`config.mk`:
```
export PLATFORM = sky130hd
export DESIGN_NAME = mbx_top
export DESIGN_NICKNAME = d
export VERILOG_FILES = /design/src/rtl/mbx_pkg.sv /design/src/rtl/mbx_slot.sv /design/src/rtl/mbx_irq_en.sv /design/src/rtl/mbx_top.sv
export SDC_FILE = /design/constraint.sdc
export NUM_CORES = 1
export LEC_CHECK = 0
export ABC_CLOCK_PERIOD_IN_PS = 5180
export CORE_MARGIN = 2
export CORE_UTILIZATION = 50
export CTS_CLUSTER_DIAMETER = 30
export CTS_CLUSTER_SIZE = 16
export DETAILED_ROUTE_END_ITERATION = 12
export DONT_BUFFER_PORTS = 1
export GPL_ROUTABILITY_DRIVEN = 0
export PLACE_DENSITY_LB_ADDON = 0.12
export SLEW_MARGIN = 20
export SYNTH_ARGS = -nofsm -noshare
export SYNTH_HDL_FRONTEND = slang
export SYNTH_SLANG_ARGS = --single-unit
export TNS_END_PERCENT = 1
```
`constraint.sdc`:
```
create_clock -name clk -period 5.18 [get_ports clk]
set_input_delay 0 -clock clk [delete_from_list [all_inputs] [get_ports clk]]
set_output_delay 0 -clock clk [all_outputs]
set_load 0.005 [all_outputs]
```
`src/rtl/mbx_pkg.sv`:
```
package mbx_pkg;
  localparam int unsigned NUM_AGENTS = 2;
  localparam int unsigned OFF_SLOT0  = 'h000;
  localparam int unsigned OFF_SLOT1  = 'h004;
  localparam int unsigned OFF_EN_B   = 'h100;
  localparam int unsigned OFF_EN_A   = 'h104;
  localparam int unsigned OFF_STATUS = 'h108;

  typedef enum logic {AGENT_A = 1'b0, AGENT_B = 1'b1} agent_e;

  // slot g is posted by agent g
  function automatic int unsigned slot_off(input int g);
    return (g == 0) ? OFF_SLOT0 : OFF_SLOT1;
  endfunction

  // enable of agent g
  function automatic int unsigned en_off(input int g);
    return (g == 0) ? OFF_EN_A : OFF_EN_B;
  endfunction
endpackage

```
`src/rtl/mbx_slot.sv`:
```
module mbx_slot #(
  parameter int DATA_W = 32,
  parameter bit SENDER = 1'b0
) (
  input  logic              clk,
  input  logic              rst,
  input  logic              sel,
  input  logic              req_id,
  input  logic              rd_en,
  input  logic              wr_en,
  input  logic [DATA_W-1:0] wdata,
  output logic              full,
  output logic [DATA_W-1:0] rd_val
);
  logic [DATA_W-1:0] word_q;
  logic              full_q;
  logic              is_sender, post, collect;

  assign is_sender = (req_id == SENDER);
  assign post      = sel && wr_en && is_sender && !full_q;
  assign collect   = sel && rd_en && !is_sender && full_q;

  always_ff @(posedge clk) begin
    if (rst) begin
      full_q <= 1'b0;
    end else if (post) begin
      full_q <= 1'b1;
    end else if (collect) begin
      full_q <= 1'b0;
    end
  end

  always_ff @(posedge clk) begin
    if (post) word_q <= wdata;
  end

  assign full   = full_q;
  assign rd_val = (!is_sender && full_q) ? word_q : '0;

  assert_post_fills_R2: assert property (@(posedge clk) disable iff (rst)
    (sel && wr_en && is_sender && !full) |=> (full && word_q == $past(wdata)));
  assert_collect_empties_R3: assert property (@(posedge clk) disable iff (rst)
    (sel && rd_en && !is_sender && full) |=> !full);
  assert_recip_write_ignored_R4: assert property (@(posedge clk) disable iff (rst)
    (sel && wr_en && !is_sender && !rd_en) |=> ($stable(full) && $stable(word_q)));
  assert_full_keeps_word_R5: assert property (@(posedge clk) disable iff (rst)
    (sel && wr_en && is_sender && full) |=> (full && $stable(word_q)));
endmodule

```
`src/rtl/mbx_irq_en.sv`:
```
module mbx_irq_en #(
  parameter int DATA_W = 32,
  parameter bit OWNER  = 1'b0
) (
  input  logic              clk,
  input  logic              rst,
  input  logic              sel,
  input  logic              req_id,
  input  logic              wr_en,
  input  logic              wbit,
  output logic              en,
  output logic [DATA_W-1:0] rd_val
);
  logic en_q;
  logic owner_hit;

  assign owner_hit = (req_id == OWNER);

  always_ff @(posedge clk) begin
    if (rst)                       en_q <= 1'b0;
    else if (sel && wr_en && owner_hit) en_q <= wbit;
  end

  assign en     = en_q;
  assign rd_val = owner_hit ? {{(DATA_W-1){1'b0}}, en_q} : '0;

  assert_foreign_en_write_R8: assert property (@(posedge clk) disable iff (rst)
    (sel && wr_en && !owner_hit) |=> $stable(en));
endmodule

```
`src/rtl/mbx_top.sv`:
```
module mbx_top #(
  parameter int ADDR_W = 12,
  parameter int DATA_W = 32
) (
  input  logic              clk,
  input  logic              rst,
  input  logic              req_id,
  input  logic              rd_en,
  input  logic              wr_en,
  input  logic [ADDR_W-1:0] addr,
  input  logic [DATA_W-1:0] wdata,
  output logic [DATA_W-1:0] rdata,
  output logic              irq_a,
  output logic              irq_b
);
  import mbx_pkg::*;
  localparam int NA = NUM_AGENTS;

  logic [NA-1:0]     slot_sel, en_sel, full, en;
  logic [DATA_W-1:0] slot_rd [NA];
  logic [DATA_W-1:0] en_rd   [NA];
  logic              stat_sel;
  logic [DATA_W-1:0] rd_mux, rdata_q;

  for (genvar g = 0; g < NA; g++) begin : g_agent
    assign slot_sel[g] = (addr == ADDR_W'(slot_off(g)));
    assign en_sel[g]   = (addr == ADDR_W'(en_off(g)));

    mbx_slot #(.DATA_W(DATA_W), .SENDER(g[0])) u_slot (
      .clk(clk), .rst(rst), .sel(slot_sel[g]), .req_id(req_id),
      .rd_en(rd_en), .wr_en(wr_en), .wdata(wdata),
      .full(full[g]), .rd_val(slot_rd[g])
    );

    mbx_irq_en #(.DATA_W(DATA_W), .OWNER(g[0])) u_en (
      .clk(clk), .rst(rst), .sel(en_sel[g]), .req_id(req_id),
      .wr_en(wr_en), .wbit(wdata[0]), .en(en[g]), .rd_val(en_rd[g])
    );
  end

  assign stat_sel = (addr == ADDR_W'(OFF_STATUS));

  always_comb begin
    rd_mux = '0;
    for (int g = 0; g < NA; g++) begin
      if (slot_sel[g]) rd_mux = rd_mux | slot_rd[g];
      if (en_sel[g])   rd_mux = rd_mux | en_rd[g];
    end
    if (stat_sel) rd_mux = rd_mux | {{(DATA_W-NA){1'b0}}, full};
  end

  always_ff @(posedge clk) begin
    if (rst || !rd_en) rdata_q <= '0;
    else               rdata_q <= rd_mux;
  end

  assign rdata = rdata_q;
  // each agent is signalled by the slot the other agent posts into
  assign irq_a = full[1] & en[0];
  assign irq_b = full[0] & en[1];

  assert_rdata_idle_R9: assert property (@(posedge clk) disable iff (rst)
    !rd_en |=> (rdata == '0));
  assert_late_enable_R7: assert property (@(posedge clk) disable iff (rst)
    (en_sel[0] && wr_en && !req_id && wdata[0] && full[1] && !(slot_sel[1] && rd_en)) |=> irq_a);
  assert_status_ro_R6: assert property (@(posedge clk) disable iff (rst)
    (stat_sel && wr_en) |=> $stable(full));
  assert_reset_quiet_R10: assert property (@(posedge clk)
    rst |=> (!irq_a && !irq_b && rdata == '0));
endmodule

```
==> metrics.md, run 1 <==
| Metric | Value |
|---|---|
| Status | finished clean |
| Max Slew Vio Count | 0 |
| Die height | 85.6 um |
| Rel. slew slack | 57.3% |
| P&R area growth vs syn | 20.0% |
| Clock skew | between 0.004 and 0.005 ns |
| Hold Vio Cnt, Final | 0 |
| Worst setup EP type | flip-flop |
| Site Rows | 29 |
| PortBufs | 0 |
| Cell Area, Synth | 0.00333 mm^2 |
| Pleak | approximately 1.4 nW |
| Highest-delay cell along the critical path | dlygate4sd3_1 |
| H-tree Lvls | 3 |
| PD cells | 323 mW/mm^2 |
| Critical-path cell list | a21oi_1 -> dlygate4sd3_1 -> a2111oi_0 -> dlygate4sd3_1 |
| Most common cell on crit path | dlygate4sd3_1 |
| Post-synthesis net count | 238 |
| YS warnings | 0 |
| CP max stage delay | 0.60 ns |
| Hold Path Depth | 3 |
| VDD IR max | 245 uV |
| Commonest non-fill, non-tap cells in the layout | edfxtp_1 (64), dlygate4sd3_1 (41), dfxtp_1 (36) |
| Multi-input combinational cell area | 631 um^2 |
| CTS Root Cell | clkbuf_8 |
| Clock sinks | 100 |
| Dpl hpwl | 3.49 mm |
| Worst skew pair latency | approximately 0.33 ns |
| Unrepaired setup endpoints after global routing | false |
| Total negative setup slack | 0 ns |
| Minimum clock period | between 2 and 2.5 ns |
| Drt wl/cell | 17.9 um |
| Worst R2R Start | g_agent[0].u_slot.full |
| Vias per cell | ~5.7 |
| Core area | 0.00639 mm^2 |
| CTS Buf Count | 9 |
| Die W | about 86 um |
| Fin crit share | 39.7% |
| First-pass GRT wire length | 8.97 mm |
| Clk buf depth | 2 |
| Worst min path class | primary input to flip-flop |
| TritonRoute pass-1 iters | 4 |
| Most common cell after layout, fill and taps aside | edfxtp_1 |
| Via Count | 1828 |
| Layout Nets | 287 |
| Layout cell share with drive strength beyond 1 | 9.88% |
| Cell count after placement | 263 |
| Slew @ Worst Pin | ~0.63 ns |
| Hold Path Origin | addr[3] |
| Initial antenna violation count | 0 |
| CP required | 5.46 ns |
| Max Cap Violations | 0 |
| Syn Inst Count | about 190 |
| Aggregate global-route resource usage | 16.3% |
| Hold Crit Endpoint | rdata[0] |
| N_diodes | 0 |
| Non-filler instance count after layout | 320 |
| FF-to-FF setup slack | roughly 3.1 ns |
| CTS tree | done |
| Endpoint of the worst register-to-register path | g_agent[0].u_slot.full |
| Initial core utilization | 52.1% |
| Post-CTS Resized | 0 |
| Ports | 83 |
| 1st-iter DRT viols | 89 |
| Seq/Total Area, Yosys | ~79% |
| Crit path max fanout | 5 |
| Crit start category | flip-flop |
| Remaining antenna violation count after routing | 0 |
| F_max | 486 MHz |
| Worst reg2reg path depth | 4 |
| FILL cells | ~470 |
| Worst-path clk slew | 0.08 ns |
| DRT Wirelength | ~5.7 mm |
| Yosys reg bits | 100 |
| Crit Path Category | flip-flop to flip-flop |
| Vias in the first global route | 1862 |
| Final setup vio count | 0 |
| DRC violations left | 0 |
| Post-synth cell types | 28 |
| Remaining Overflow, GRT | 0 |
| Maximum number of pins on one net before global-route repair | 33 |
| Die ar. | ~0.0073 mm^2 |
| Sequential Area | 0.00264 mm^2 |
| Crit path arrival time | ~2.3 ns |
| Synthesized area per cell | 17.6 um^2 |
[power by group]
part           total, mW  switching (mW)  internal (mW)
Sequential         0.845       0.0000114          0.845
Clock              0.412           0.237          0.175
Combinational     0.0349          0.0129         0.0220
[registers in the layout, summed over array words and instances (netlist names)]
name	count
g_agent.u_slot.word_q	64
rdata	32
g_agent.u_en.en	2
g_agent.u_slot.full	2
[how the worst max path moves through the flow]
stage                           startpoint                            to  depth (start not counted)
finish              g_agent[0].u_slot.full        g_agent[0].u_slot.full                          4
global route        g_agent[0].u_slot.full        g_agent[0].u_slot.full                          4
floorplan                          addr[7]   g_agent[0].u_slot.word_q[0]                          4
CTS                 g_agent[0].u_slot.full        g_agent[0].u_slot.full                          4
detailed placement                 addr[7]  g_agent[0].u_slot.word_q[10]                          5
global placement                   addr[7]  g_agent[1].u_slot.word_q[10]                          5
[cells by family (layout without fill, tap and decap cells)]
family                 Yosys count  after routing  synth area share (%)
flip-flops                     100            100                  79.4
AO/OA/AOI/OAI                   37             37                  9.47
AND/OR/NAND/NOR                 37             37                  8.27
buffers and inverters           13             67                  2.26
multiplexers                     2              2                 0.602
[synth_stat cells, drive strengths merged]
master	number	share of area [%]
a2111oi	1	0.26
a21oi	2	0.30
a221o	1	0.30
a22o	30	7.9
a311o	1	0.30
and2	3	0.56
and3b	2	0.53
buf	6	1.5
clkbuf	1	0.11
dfxtp	36	22
edfxtp	64	58
inv	6	0.68
mux2i	2	0.60
nand2	5	0.56
nand3	1	0.30
nand3b	2	0.45
nand4	6	1.1
nor2	4	0.45
nor2b	1	0.19
nor3	5	0.75
nor4	5	2.5
nor4b	1	0.26
nor4bb	2	0.60
o211ai	1	0.23
o22ai	1	0.19
[per-stage QoR]
step                hold slack [ns]  total power, mW  setup WS (ns)  instance area [um^2]  utilization (%)
floorplan                    0.0724            0.871          0.855                  3330                -
global route                 0.0965             1.35           3.07                  3990             62.5
CTS                          0.0467             1.30           3.15                  3990             62.5
detailed placement           0.0754            0.871           3.32                  3420             53.6
global placement             0.0744            0.871           3.42                  3420             53.6
finish                       0.0690             1.29           3.12                  3990             62.5
[critical path, delay by kind of cell, from the launching register on]
family                 cells  cell delay, ns
buffers and inverters      2            1.17
DFF                        1            0.42
AOI/OAI and AO/OA          2            0.42
[metal layers]
layer	wire length (um)	GRT usage, %
met3	366	4.33
met2	3060	29.1
met4	102	7.07
met1	2200	18.2
met5	0	0
[area by class of cell]
cell class / count / area share, %
multi-input cells: 76 / 15.8
inverters: 6 / 0.564
flip-flops and latches: 100 / 66.2
clock buffers: 12 / 3.38
repair buffers: 45 / 11.0
clock inverters: 4 / 0.658
well taps: 77 / 2.41
[timing repair]
| action | CTS | global route |
|---|---|---|
| hold buffers | 41 | 0 |
| endpoints found under the setup margin | 0 | 0 |
| setup buffers | 0 | 0 |
| hold endpoints to repair | 69 | 0 |
Power figures use the tool's default switching activity.
==> run 2, diff against run 1 <==
--- a/config.mk
+++ b/config.mk
@@ -5,7 +5,7 @@
 export SDC_FILE = /design/constraint.sdc
 export NUM_CORES = 1
 export LEC_CHECK = 0
-export ABC_CLOCK_PERIOD_IN_PS = 5180
+export ABC_CLOCK_PERIOD_IN_PS = 1700
 export CORE_MARGIN = 2
 export CORE_UTILIZATION = 50
 export CTS_CLUSTER_DIAMETER = 30
==> constraint.sdc (replaced) <==
create_clock -name clk -period 1.7 [get_ports clk]
set_input_delay 0 -clock clk [delete_from_list [all_inputs] [get_ports clk]]
set_output_delay 0 -clock clk [all_outputs]
set_load 0.005 [all_outputs]
==> metrics.md, run 2 (synthesis gave the netlist of run 1 again) <==
| Metric | Value |
|---|---|
| VDD IR max | 689 uV (+180%) |
| CTS Root Cell | clkbuf_8 |
| Initial antenna violation count | 0 (unchanged) |
| DRC violations left | 0 (unchanged) |
| Worst setup EP type | flip-flop |
| P&R area growth vs syn | 27.5% |
| F_max | 604 MHz (+24%) |
| Crit Path Category | flip-flop to flip-flop |
| Drt wl/cell | 18.6 um (+3.9%) |
| Worst min path class | primary input to flip-flop |
| Initial core utilization | 52.1% (unchanged) |
| TritonRoute pass-1 iters | 4 (unchanged) |
| Commonest non-fill, non-tap cells in the layout | edfxtp_1 (64), dlygate4sd3_1 (41), dfxtp_1 (36) |
| Total negative setup slack | 0 ns (unchanged) |
| Worst skew pair latency | 0.36 ns (+0.03 ns) |
| Fin crit share | 97.4% (+58 points) |
| Hold Path Depth | 3 (unchanged) |
| Remaining antenna violation count after routing | 0 (unchanged) |
| Setup WS post-layout | 0.0440 ns (-3.08 ns) |
| Most common cell after layout, fill and taps aside | edfxtp_1 |
| DRT Wirelength | 6.25 mm (+9.1%) |
| Worst-path clk slew | 0.09 ns (about the same) |
| Post-layout util | 66.4% (+3.9 points) |
| Die W | 85.6 um (unchanged) |
| H-tree Lvls | 3 (unchanged) |
| Clock skew | 0.0119 ns (+0.00739 ns) |
| PD cells | 991 mW/mm^2 (+210%) |
| Minimum clock period | 1.66 ns (-0.403 ns) |
| Aggregate global-route resource usage | 17.4% (+1.1 points) |
| Rel. slew slack | 48.1% (-9.2 points) |
| Core area | 0.00639 mm^2 (unchanged) |
| Die height | 85.6 um (unchanged) |
| Worst reg2reg path depth | 3 (-1) |
| FILL cells | 457 (-2.4%) |
| Layout cell share with drive strength beyond 1 | 16.2% (+6.3 points) |
| Max Slew Vio Count | 0 (unchanged) |
| Pwr Total | 4.20 mW (+230%) |
| Ports | 83 (unchanged) |
| Via Count | 1882 (+3.0%) |
| Worst R2R Start | g_agent[0].u_slot.full |
| Pleak | 1.48 nW (+9.1%) |
| Cell count after placement | 270 (+2.7%) |
| Hold Vio Cnt, Final | 0 (unchanged) |
| Slew @ Worst Pin | 0.768 ns (+0.136 ns) |
| Max reg flops | 64 (unchanged) |
| Crit start category | flip-flop |
| Die ar. | 0.00732 mm^2 (unchanged) |
| CTS tree | done |
| Crit path max fanout | 5 (unchanged) |
| PortBufs | 0 (unchanged) |
| FF-to-FF setup slack | 0.04 ns (-3.08 ns) |
| Final setup vio count | 0 (unchanged) |
| First-pass GRT wire length | 9.44 mm (+5.2%) |
| Crit path arrival time | 1.87 ns (-0.47 ns) |
| Hold Crit Endpoint | g_agent[1].u_slot.full |
| CTS Buf Count | 9 (unchanged) |
| CP required | 1.92 ns (-3.54 ns) |
| Remaining Overflow, GRT | 0 (unchanged) |
| Status | finished clean |
| Hold Path Origin | rd_en |
| Clock sinks | 100 (unchanged) |
| 1st-iter DRT viols | 118 (+33%) |
| Site Rows | 29 (unchanged) |
| Maximum number of pins on one net before global-route repair | 25 (-24%) |
| Layout Nets | 303 (+5.6%) |
| Dpl hpwl | 3.92 mm (+12%) |
| Max Cap Violations | 0 (unchanged) |
| Non-filler instance count after layout | 336 (+5.0%) |
| Setup WS pre-CTS | 0.139 ns (-3.19 ns) |
| Endpoint of the worst register-to-register path | g_agent[0].u_slot.full |
| Clk buf depth | 2 (unchanged) |
| Largest reg by FF count | g_agent.u_slot.word_q |
| Unrepaired setup endpoints after global routing | false |
| N_diodes | 0 (unchanged) |
| Vias per cell | 5.60 (-1.9%) |
| Vias in the first global route | 1959 (+5.2%) |
[run 2: cell count changes in the layout (fill, tap and decap cells not counted), moves of 2 or more]
| cell | before | now |
|---|---|---|
| inv_6 | 0 | 2 |
| buf_4 | 4 | 14 |
| buf_12 | 0 | 2 |
| clkbuf_1 | 3 | 0 |
| clkbuf_16 | 0 | 2 |
[run 2: critical path: stages (launching register included)]
cell and delay (ns):
dfxtp_1 0.44, a21oi_1 0.07, dlygate4sd3_1 0.56, a2111oi_0 0.45
[run 2: worst max path at each step]
stage	slack [ns]	endpoint	depth (start not counted)	start
after global placement	0.19	g_agent[0].u_slot.word_q[28]	5	addr[8]
after detailed placement	0.14	g_agent[0].u_slot.word_q[12]	5	addr[8]
after floorplan	-0.62	g_agent[0].u_slot.word_q[0]	4	addr[7]
after global routing	0.006	g_agent[0].u_slot.full	3	g_agent[0].u_slot.full
after CTS	0.04	g_agent[0].u_slot.full	3	g_agent[0].u_slot.full
final	0.04	g_agent[0].u_slot.full	3	g_agent[0].u_slot.full
[run 2: area by class of cell]
class | instances | area, um^2 | share of cell area (%)
sequential | 100 | 2640 | 62.3
clock inverter | 7 | 82.6 | 1.95
tap | 77 | 96.3 | 2.27
multi-input combinational | 76 | 646 | 15.2
clock buffer | 9 | 124 | 2.92
timing repair buffer | 61 | 629 | 14.8
inverter | 6 | 22.5 | 0.531
[run 2: where the power goes]
part           leakage (nW)  internal (mW)  switching, mW
clock                 0.103          0.700          0.810
combinational         0.516         0.0753         0.0448
sequential            0.865           2.57      0.0000377
[run 2: metal layers]
metal	vias to the layer above	GRT usage, %	share of wire, %
li1	872	-	-
met1	935	19.0	39
met2	64	30.1	54
met3	11	7.12	5.9
met4	0	7.07	1.8
met5	-	0	0
[run 2: metrics by stage]
step | hold slack [ns] | cell area, um^2
6_report | 0.0378 | 4240
5_1_grt | 0.0406 | 4240
4_1_cts | -0.0743 | 4140
3_5_place_dp | 0.0757 | 3510
3_3_place_gp | 0.0756 | 3510
2_1_floorplan | 0.0724 | 3350
[run 2: timing repair]
item	4_1_cts	5_1_grt
hold buffers	42	0
endpoints found under the setup margin	0	53
hold endpoints to repair	96	0
buffers inserted	0	6
gates resized for setup	0	2
==> run 3, diff against run 2 <==
--- a/config.mk
+++ b/config.mk
@@ -7,7 +7,7 @@
 export LEC_CHECK = 0
 export ABC_CLOCK_PERIOD_IN_PS = 1700
 export CORE_MARGIN = 2
-export CORE_UTILIZATION = 50
+export CORE_UTILIZATION = 35
 export CTS_CLUSTER_DIAMETER = 30
 export CTS_CLUSTER_SIZE = 16
 export DETAILED_ROUTE_END_ITERATION = 12
==> metrics.md, run 3 (synthesis gave the netlist of run 1 again) <==
| Metric | Value |
|---|---|
| Rel. slew slack | 77.2% (+29 points) |
| CTS Buf Count | 9 (unchanged) |
| Crit. Startpoint | g_agent[0].u_slot.full |
| Vias in the first global route | 2022 (+3.2%) |
| Clock sinks | 100 (unchanged) |
| CP required | 1.94 ns (+0.02 ns) |
| Unrepaired setup endpoints after global routing | false |
| FF-to-FF setup slack | 0.17 ns (+0.13 ns) |
| Multi-input combinational cell area | 646 um^2 (unchanged) |
| Die W | 102 um (+19%) |
| Most common cell after layout, fill and taps aside | edfxtp_1 |
| Dpl hpwl | 4.21 mm (+7.6%) |
| Remaining antenna violation count after routing | 0 (unchanged) |
| Remaining Overflow, GRT | 0 (unchanged) |
| CP bufs+invs | 1 (unchanged) |
| PD cells | 963 mW/mm^2 (-2.8%) |
| Initial core utilization | 36.0% (-16 points) |
| Crit Path Category | flip-flop to flip-flop |
| Sequential Area | 0.00264 mm^2 (unchanged) |
| Site Rows | 35 (+21%) |
| FILL cells | 810 (+77%) |
| DRC violations left | 0 (unchanged) |
| DRT met1 WL | 2.76 mm (+14%) |
| Post-CTS Resized | 0 (unchanged) |
| Status | finished clean |
| Pleak | 1.44 nW (-3.2%) |
| Critical-path cell list | a21oi_1 -> dlygate4sd3_1 -> a2111oi_0 |
| Maximum number of pins on one net before global-route repair | 19 (-24%) |
| Clk buf depth | 2 (unchanged) |
| Minimum clock period | 1.53 ns (-0.126 ns) |
| Aggregate global-route resource usage | 13.5% (-3.9 points) |
| Layout cell share with drive strength beyond 1 | 14.5% (-1.7 points) |
| Critical Path Sink | g_agent[0].u_slot.full |
| Crit path arrival time | 1.77 ns (-0.10 ns) |
| Largest reg by FF count | g_agent.u_slot.word_q |
| 1st-iter DRT viols | 53 (-55%) |
| PortBufs | 0 (unchanged) |
| Die ar. | 0.0103 mm^2 (+41%) |
| Setup WS post-layout | 0.170 ns (+0.126 ns) |
| H-tree Lvls | 3 (unchanged) |
| VDD IR max | 395 uV (-43%) |
| Met3 WL | 341 um (-7.6%) |
| Max Cap Violations | 0 (unchanged) |
| Core area | 0.00924 mm^2 (+45%) |
| Worst-path clk slew | 0.10 ns (about the same) |
| Hold Path Origin | addr[3] |
| Total negative setup slack | 0 ns (unchanged) |
| DRT Wirelength | 6.36 mm (+1.7%) |
| Hold Vio Cnt, Final | 0 (unchanged) |
| Vias per cell | 4.75 (-15%) |
| TritonRoute pass-1 iters | 4 (unchanged) |
| Slew @ Worst Pin | 0.334 ns (-0.434 ns) |
| Worst setup EP type | flip-flop |
| Endpoint of the worst register-to-register path | g_agent[0].u_slot.full |
| Critical Path Stages | 3 (unchanged) |
| Fin crit share | 90.0% (-7.4 points) |
| Max reg flops | 64 (unchanged) |
| Pwr Total | 4.08 mW (-2.9%) |
| Die height | 102 um (+19%) |
| Ports | 83 (unchanged) |
| CTS tree | done |
| Via Count | 1827 (-2.9%) |
| Initial antenna violation count | 1 (+1) |
| Highest-delay cell along the critical path | dlygate4sd3_1 |
| Worst R2R Start | g_agent[0].u_slot.full |
| Clock skew | 0.00788 ns (-0.00400 ns) |
| F_max | 653 MHz (+8.2%) |
| Max Slew Vio Count | 0 (unchanged) |
| First-pass GRT wire length | 10.3 mm (+9.4%) |
| Worst min path class | primary input to flip-flop |
| Crit path max fanout | 5 (unchanged) |
| Uppermost layer routed | met4 |
| Crit start category | flip-flop |
| Cell family with most CP delay | buffers and inverters |
| Met2 routed WL | 3.19 mm (-4.9%) |
| Worst skew pair latency | 0.35 ns (about the same) |
| Final setup vio count | 0 (unchanged) |
| CTS Root Cell | clkbuf_8 |
| Drt wl/cell | 16.5 um (-11%) |
| CP max stage delay | 0.56 ns (about the same) |
| P&R area growth vs syn | 27.4% (about the same) |
| Setup WS pre-CTS | 0.0806 ns (-0.0585 ns) |
| Layout Nets | 299 (-1.3%) |
| Commonest non-fill, non-tap cells in the layout | edfxtp_1 (64), dlygate4sd3_1 (43), dfxtp_1 (36) |
| Worst reg2reg path depth | 3 (unchanged) |
run 3: cell count changes in the layout (fill, tap and decap cells not counted), sizes merged:
cell,change
clkbuf,-2
diode,+1
clkinvlp,+1
bufinv,-1
buf,-3
dlygate4sd3,+2
dlymetal6s4s,-1
run 3: routing by layer:
metal | GRT usage [%] | vias to the layer above
li1 | - | 867
met1 | 15.7 | 904
met2 | 22.6 | 48
met3 | 5.73 | 8
met4 | 4.26 | 0
met5 | 0 | -
run 3: where the power goes:
| group | total, mW | leakage [nW] | switching, mW | internal (mW) |
|---|---|---|---|---|
| registers | 2.57 | 0.865 | 0.0000375 | 2.57 |
| logic | 0.120 | 0.484 | 0.0443 | 0.0756 |
| clock network | 1.39 | 0.0881 | 0.837 | 0.553 |
| total | 4.08 | 1.44 | 0.882 | 3.20 |
run 3: how the worst min path moves through the flow:
stage | endpoint | slack (ns) | cells past startpoint
after detailed placement | g_agent[0].u_en.en | 0.08 | 1
after global placement | g_agent[1].u_en.en | 0.07 | 1
after floorplan | g_agent[0].u_en.en | 0.07 | 1
after CTS | g_agent[0].u_slot.full | 0.03 | 4
after global routing | g_agent[1].u_slot.full | 0.05 | 3
final | rdata[0] | 0.06 | 3
run 3: final cells by class:
class / instances / area share, %
Antenna cell: 1 / 0.0590
Clock inverter: 7 / 1.36
Clock buffer: 9 / 2.92
Inverter: 6 / 0.531
Timing Repair Buffer: 57 / 13.8
Sequential cell: 100 / 62.3
Multi-Input combinational cell: 76 / 15.2
Tap cell: 129 / 3.81
run 3: tightest hold or removal path: stages:
cell      delay (ns)
nand3b_1        0.08
nor3_1          0.14
a311o_1         0.15
run 3: what timing repair did:
action,CTS,global route
hold buffers,43,0
hold endpoints to repair,73,0
setup buffers,0,0
run 3: stage by stage:
stage          area (um^2)  util (%)  instances  hold WS, ns
2_1_floorplan         3350         -        189       0.0724
3_3_place_gp          3630      39.3        325       0.0748
3_5_place_dp          3630      39.3        325       0.0781
4_1_cts               4240      45.9        384       0.0299
5_1_grt               4240      45.9        385       0.0518
6_report              4240      45.9        385       0.0555
